--- config.mk ---
export PLATFORM = sky130hd
export DESIGN_NAME = adc_readout_ctrl
export DESIGN_NICKNAME = d
export VERILOG_FILES = /design/src/rtl/adc_readout_ctrl.sv
export SDC_FILE = /design/constraint.sdc
export NUM_CORES = 1
export LEC_CHECK = 0
export BUFFER_PORTS_ARGS = -buffer_cell sky130_fd_sc_hd__buf_4
export CAP_MARGIN = 20
export CORE_MARGIN = 1.5
export CORE_UTILIZATION = 58
export DETAILED_ROUTE_END_ITERATION = 6
export GPL_ROUTABILITY_DRIVEN = 0
export HOLD_SLACK_MARGIN = 0.05
export MAX_ROUTING_LAYER = met4
export PLACE_DENSITY = 0.8
export SLEW_MARGIN = 20
export SYNTH_ARGS = -nofsm -noshare
export SYNTH_HDL_FRONTEND = slang
export SYNTH_SLANG_ARGS = --single-unit
export TNS_END_PERCENT = 10
--- constraint.sdc ---
create_clock -name clk -period 4.7 [get_ports clk]
set_input_delay 0.94 -clock clk [delete_from_list [all_inputs] [get_ports clk]]
set_output_delay 0.94 -clock clk [all_outputs]
set_load 0.01 [all_outputs]
--- src/rtl/adc_readout_ctrl.sv ---
module adc_readout_ctrl #(
  parameter int CW = 16,
  parameter int HW = 8,
  parameter int PW = 24,
  parameter int NB = 16
) (
  input  logic          clk,
  input  logic          rst_n,
  input  logic          start,
  input  logic          auto_en,
  input  logic [CW-1:0] conv_cycles,
  input  logic [HW-1:0] half_cycles,
  input  logic [PW-1:0] period_cycles,
  input  logic          adc_sdo,
  output logic          adc_conv,
  output logic          adc_sck,
  output logic [NB-1:0] data,
  output logic          data_valid,
  output logic          busy,
  output logic          overrun
);
  localparam int TW = (CW > HW) ? CW : HW;
  localparam int BW = $clog2(NB + 1);

  typedef enum logic [2:0] {S_IDLE, S_ACQ, S_CONV, S_GAP, S_SHIFT} state_t;

  state_t          st;
  logic [TW-1:0]   cnt;
  logic [BW-1:0]   nbits;
  logic [NB-1:0]   sh;
  logic [PW-1:0]   pcnt;

  wire           tick    = auto_en && (pcnt == period_cycles - 1'b1);
  wire           trig    = start || tick;
  wire           cnt_end = (cnt == '0);
  wire [TW-1:0]  half_ld = TW'(half_cycles) - 1'b1;
  wire [TW-1:0]  conv_ld = TW'(conv_cycles) - 1'b1;

  assign busy = (st != S_IDLE);

  always_ff @(posedge clk) begin
    if (!rst_n || !auto_en || tick) pcnt <= '0;
    else                            pcnt <= pcnt + 1'b1;
  end

  always_ff @(posedge clk) begin
    if (!rst_n) begin
      st         <= S_IDLE;
      adc_conv   <= 1'b1;
      adc_sck    <= 1'b0;
      cnt        <= '0;
      nbits      <= '0;
      sh         <= '0;
      data       <= '0;
      data_valid <= 1'b0;
      overrun    <= 1'b0;
    end else begin
      data_valid <= 1'b0;
      overrun    <= trig && busy;
      case (st)
        S_IDLE: if (trig) begin
          st       <= S_ACQ;
          adc_conv <= 1'b0;
          cnt      <= half_ld;
        end
        S_ACQ: if (cnt_end) begin
          st       <= S_CONV;
          adc_conv <= 1'b1;
          cnt      <= conv_ld;
        end else cnt <= cnt - 1'b1;
        S_CONV: if (cnt_end) begin
          st       <= S_GAP;
          adc_conv <= 1'b0;
          cnt      <= half_ld;
        end else cnt <= cnt - 1'b1;
        S_GAP: if (cnt_end) begin
          st      <= S_SHIFT;
          adc_sck <= 1'b1;
          sh      <= {sh[NB-2:0], adc_sdo};
          nbits   <= BW'(1);
          cnt     <= half_ld;
        end else cnt <= cnt - 1'b1;
        S_SHIFT: if (cnt_end) begin
          if (adc_sck) begin
            adc_sck <= 1'b0;
            cnt     <= half_ld;
            if (nbits == BW'(NB)) begin
              st         <= S_IDLE;
              adc_conv   <= 1'b1;
              data       <= sh;
              data_valid <= 1'b1;
            end
          end else begin
            adc_sck <= 1'b1;
            sh      <= {sh[NB-2:0], adc_sdo};
            nbits   <= nbits + 1'b1;
            cnt     <= half_ld;
          end
        end else cnt <= cnt - 1'b1;
        default: st <= S_IDLE;
      endcase
    end
  end
endmodule

# Word level (Yosys, flattened, before mapping)
# Index checks and enable logic that the tools add are counted.
[op_classes] n_addsub=6 eq_ne=14 mux=31 n_reduce_logical=21
[op_table] cell="$mux 16" count=6
[op_table] cell="$pmux 16 s3" count=1
[op_table] cell="$pmux 16 s2" count=1
[op_table] cell="$sub 16x1->16 const B" count=2
[op_table] cell="$add 24x1->24 const B" count=1
[op_table] cell="$eq 24x24->1" count=1
[op_table] cell="$sub 24x1->24 const B" count=1
[op_table] cell="$mux 3" count=7
[op_table] cell="$logic_not 16->1" count=1
[op_table] cell="$ne 2x2->1 const B" count=8
[op_table] cell="$mux 5" count=3
[op_table] cell="$pmux 3 s5" count=1
[op_table] cell="$reduce_and 7->1" count=2
[op_table] cell="$reduce_and 4->1" count=3
[op_table] cell="$pmux 5 s2" count=1
[op_table] cell="$mux 1" count=9
[op_table] cell="$sub 8x1->9 const B" count=1
[op_table] cell="$eq 3x2->1 const B" count=2
[op_table] cell="$reduce_bool 3->1" count=2
[op_table] cell="$add 5x1->5 const B" count=1
[op_table] cell="$eq 5x5->1 const B" count=1
[op_table] cell="$pmux 1 s4" count=1
[op_table] cell="$reduce_bool 4->1" count=1
[op_table] cell="$eq 3x1->1 const B" count=1
[op_table] cell="other kinds (10)" count=14
[totals] ff_bits=84 in_bits=53 out_inout_bits=21 word_cells=82

# Depth between registers and ports, before layout
[logic_depth] ltp_word=6 depth_mapped=12 mapped_depth_nobuf=10

# Worst setup path after synthesis
# OpenSTA, ideal clock, no wires.
[synth_timing] kind="input -> register" from="input period_cycles[17]" to="register cnt[2]" setup_ns=0.139 arrival_time_ns=3.782 slack_ns=0.779 cell_stages=9 path_buffers=1 path_cell_list="or4_4 > or4_4 > a2111oi_4 > o22ai_1 > or4_4 > o31a_4 > a21oi_4 > buf_8 > a211oi_2"
[synth_via] elab_chain_len=6
[synth_lines] item="start, declared" line="13" rtl="input logic [PW-1:0] period_cycles,"
[synth_lines] item="$sub 24x1->24" line="33" rtl="wire tick = auto_en && (pcnt == period_cycles - 1'b1);"
[synth_lines] item="$eq 24x24->1" line="33"
[synth_lines] item="$logic_and 1x1->1" line="33"
[synth_lines] item="$logic_or 1x1->1" line="34" rtl="wire trig = start || tick;"
[synth_lines] item="$ne 2x2->1 (no source line)"
[synth_lines] item="$reduce_and 2->1 (no source line)"
[synth_lines] item="end signal, assigned" line="64" rtl="cnt <= half_ld;"
[synth_lines] item="end signal, assigned" line="69" rtl="cnt <= conv_ld;"
[synth_lines] item="end signal, assigned" line="70" rtl="end else cnt <= cnt - 1'b1;"
[synth_lines] item="end, declared" line="28" rtl="logic [TW-1:0] cnt;"
# Every way passes these cells.
# A chain may end at the register's enable or synchronous reset.

# Worst setup path after layout
[layout_timing] from="input period_cycles[17]" to="register cnt[6]"
# Same word-level chain as after synthesis.

==> metrics.md <==
| Metric | Value |
|---|---|
| Via density | `5.98` |
| Fin. max-slew vios | `0` |
| Die Y | `98.7 µm` |
| Failing checks | `design-rule violations` |
| Post-CTS Setup Bufs | `0` |
| Worst reg2reg path depth | `8` |
| Run status | `complete, but fails checks` |
| Synth unique cells | `66` |
| Endpoints failing setup | `0` |
| Most frequent CP cell | `or4_4` |
| Final Instance Area | `0.00613 mm²` |
| Post-synthesis net count | `739` |
| Critical path arrival | `4.19 ns` |
| Root Driver | `clkbuf_8` |
| Worst Path Required | `roughly 4.9 ns` |
| Post-synthesis sequential area ratio | `a little under a third` |
| CTS Buffer Depth | `2` |
| Clock Pin Slew Worst Setup and Hold Paths | `0.09 ns` |
| Top cells by area, synth | `dfxtp_1 32%, nand2_1 6.9%, xnor2_1 6.8%` |
| ANT cells | `0` |
| PwrDens | `276 mW/mm²` |
| First-pass GRT wire length | `approximately 22,000 µm` |
| DRT antenna net count | `0` |
| Residual DRC count | `7` |
| CP Class | `input port to register` |
| Fin crit share | `approximately 85%` |
| R2R Path Start | `cnt[6]` |
| Crit. path cell count | `9` |
| Share of layout cells above drive strength 1 | `16.9%` |
| Most used DFF post-synth | `dfxtp_1` |
| Synth cell count leaders | `97 x nand2_1, 84 x dfxtp_1, 68 x nor2_1` |
| Setup slack, reg-to-reg | `1.24 ns` |
| CP endpoint | `cnt[6]` |
| Core Region | `0.00881 mm²` |
| Crit path launch type | `input port` |
| Internal power | `roughly 1.2 mW` |
| Drt wl/cell | `15.3 µm` |
| Clk pwr share | `between 30% and 40%` |
| Comb pwr share | `20.3%` |
| R2R Path End | `cnt[15]` |
| Reg power frac | `44.9%` |
| Synth Area per Inst | `7.82 µm²` |
| Clk Latency, worst-skew pair | `0.36 ns` |
| Cell row count | `34` |
| Largest delay share family, worst path | `simple AND/OR/NAND/NOR gates` |
| CTS tree | `done` |
| NetSw | `0.505 mW` |
| Die area | `0.00974 mm²` |
| Port buffer count | `73` |
| Synth async-reset ratio | `0%` |
| DPL Wire Length | `9840 µm` |
| Worst slew margin | `35.6%` |
| CP Cell Sequence | `buf_4 > or4_4 > or4_4 > a2111oi_4 > o22ai_1 > or4_4 > o31a_4 > a21oi_4 > a211oi_2` |
| Met2 wire len | `6430 µm` |
| Cts repair resizes | `0` |
| I/O Pins | `74` |
| CTS Hold Buffers Added | `0` |
| FF+latch count, synth | `84` |
| Number of global-route vias before repair | `4,874` |
| Worst path slowest cell | `or4_4` |
| Area share of the largest cell type after synthesis | `31.7%` |
| H-tree Lvls | `3` |
| DR pass1 iterations | `7` |
| Critical path startpoint | `period_cycles[17]` |
| M1 WL | `roughly 5600 µm` |
| Initial antenna violation count | `0` |
| Unrepaired setup endpoints after global routing | `false` |
| Pin count of the biggest net entering global routing | `47` |
| Most frequent cell after synthesis | `nand2_1` |
| Yosys warnings | `0` |
| Final nets | `roughly 800` |
| DRT iter0 DRCs | `345` |
| EDFF count, synth | `0` |
| FMAX | `251 MHz` |
| Tmin final | `3.99 ns` |
| Gr usage total | `28.4%` |
| Cell Area, Synth | `0.00531 mm²` |
| CTS Sinks | `84` |
| Leakage | `2.23 nW` |
| VDD IR max | `0.160 mV` |
| Grt ovf | `0` |
| Num CTS Buffers | `9` |
| Fin. Hold Viols | `0` |
| Critical path fanouts, max | `11` |
| Synth area leader | `dfxtp_1` |
| Endpoint class of the critical path | `register` |
| Placed cell areas | `0.00591 mm²` |
| Hold Path Class | `register to register` |
| DRT Wirelength | `13,100 µm` |
| Max cap viols | `0` |
| CP bufs+invs | `1` |
| Met3 wire length | `875 µm` |
| Total number of vias | `5,116` |
| Clk_skew | `0.00937 ns` |
| Setup TNS | `0 ns` |
| Final core area utilization | `69.7%` |
| Top layer in use | `met4` |
| Starting density of the core | `between 60% and 70%` |
| Synthesized instance count | `679` |
| Worst-Margin Slew | `about 0.96 ns` |
| Critical Path Max Stage Delay | `0.61 ns` |
| Area grow syn2layout | `15.5%` |
| Sw Share | `between 20 and 30%` |
| Die boundary width | `98.7 µm` |
cell usage in the layout (no fill, tap or decap), types with 4 or more instances in the layout:
master    count
o31a_1        4
inv_1        24
or3_1        14
o21ai_0      29
a31oi_1       7
nor2_1       68
or4_1         8
dfxtp_1      84
xnor2_1      41
o311ai_0      4
or2_2         7
xor2_1       40
o211ai_1      5
o31ai_1       4
clkbuf_8      9
buf_4        82
nand2_1      97
a22o_1        4
a222oi_1      5
nand2b_1      4
a21o_1        5
a21oi_1      47
nor3_1       25
nand3_1      23
nor4_1       16
a211oi_2      7
nand4_1       9
a211oi_1      5
ha_1          7
power by group through the flow:
stage | Sequential (mW) | Combinational (mW) | Clock (mW)
after floorplan | 0.767 | 0.236 | 0
after global placement | 0.774 | 0.328 | 0
after detailed placement | 0.776 | 0.337 | 0
after CTS | 0.759 | 0.340 | 0.603
after global routing | 0.764 | 0.375 | 0.623
final | 0.760 | 0.344 | 0.589
tightest hold or removal path, delay by kind of cell, from the launching register on:
family          cells  cell delay (ns)
compound gates      1             0.05
flops               1             0.32
simple gates        1             0.05
through the flow:
step | total power, mW | cells | hold WS, ns | setup WS (ns)
6_report | 1.69 | 855 | 0.453 | 0.710
5_1_grt | 1.76 | 855 | 0.471 | 0.665
4_1_cts | 1.70 | 855 | 0.453 | 0.741
3_5_place_dp | 1.11 | 839 | 0.447 | 0.360
3_3_place_gp | 1.10 | 839 | 0.442 | 0.447
2_1_floorplan | 1.00 | 679 | 0.432 | 0.779
metal layers:
| layer | global-route usage [%] | vias up |
|---|---|---|
| li1 | - | 2552 |
| met1 | 35.1 | 2376 |
| met2 | 48.1 | 174 |
| met3 | 5.04 | 14 |
| met4 | 7.80 | 0 |
| met5 | - | - |
area by class of cell:
cell class              count  area [µm²]
clock inverters             6        96.3
fillers                   755        2670
repair buffers             82         616
well taps                 108         135
clock buffers              10         128
multi-input cells         540        3380
inverters                  25        93.8
flip-flops and latches     84        1680
worst min-delay path by stage:
stage           start  endpoint  slack [ns]  cells past startpoint
6_report       sh[15]  data[15]        0.45                      2
5_1_grt        sh[15]  data[15]        0.47                      2
4_1_cts        sh[15]  data[15]        0.45                      2
3_5_place_dp   sh[15]    sh[15]        0.45                      2
3_3_place_gp   sh[15]  data[15]        0.44                      2
2_1_floorplan  sh[15]  data[15]        0.43                      2
flip-flops by register name, summed over array words and instances (netlist names):
register    flops
pcnt           24
cnt            16
data           16
sh             16
nbits           5
st              3
adc_conv        1
adc_sck         1
data_valid      1
overrun         1
cells by family (layout without fill, tap and decap cells):
logic type | after synthesis | in the layout | synth area share, %
compound gates | 156 | 156 | 21.2
xor+xnor | 81 | 81 | 13.4
fa+ha+maj | 7 | 7 | 1.65
buf+inv | 55 | 123 | 4.62
flops | 84 | 84 | 31.7
mux | 1 | 1 | 0.188
simple gates | 295 | 295 | 27.3
Power figures use the tool's default switching activity.
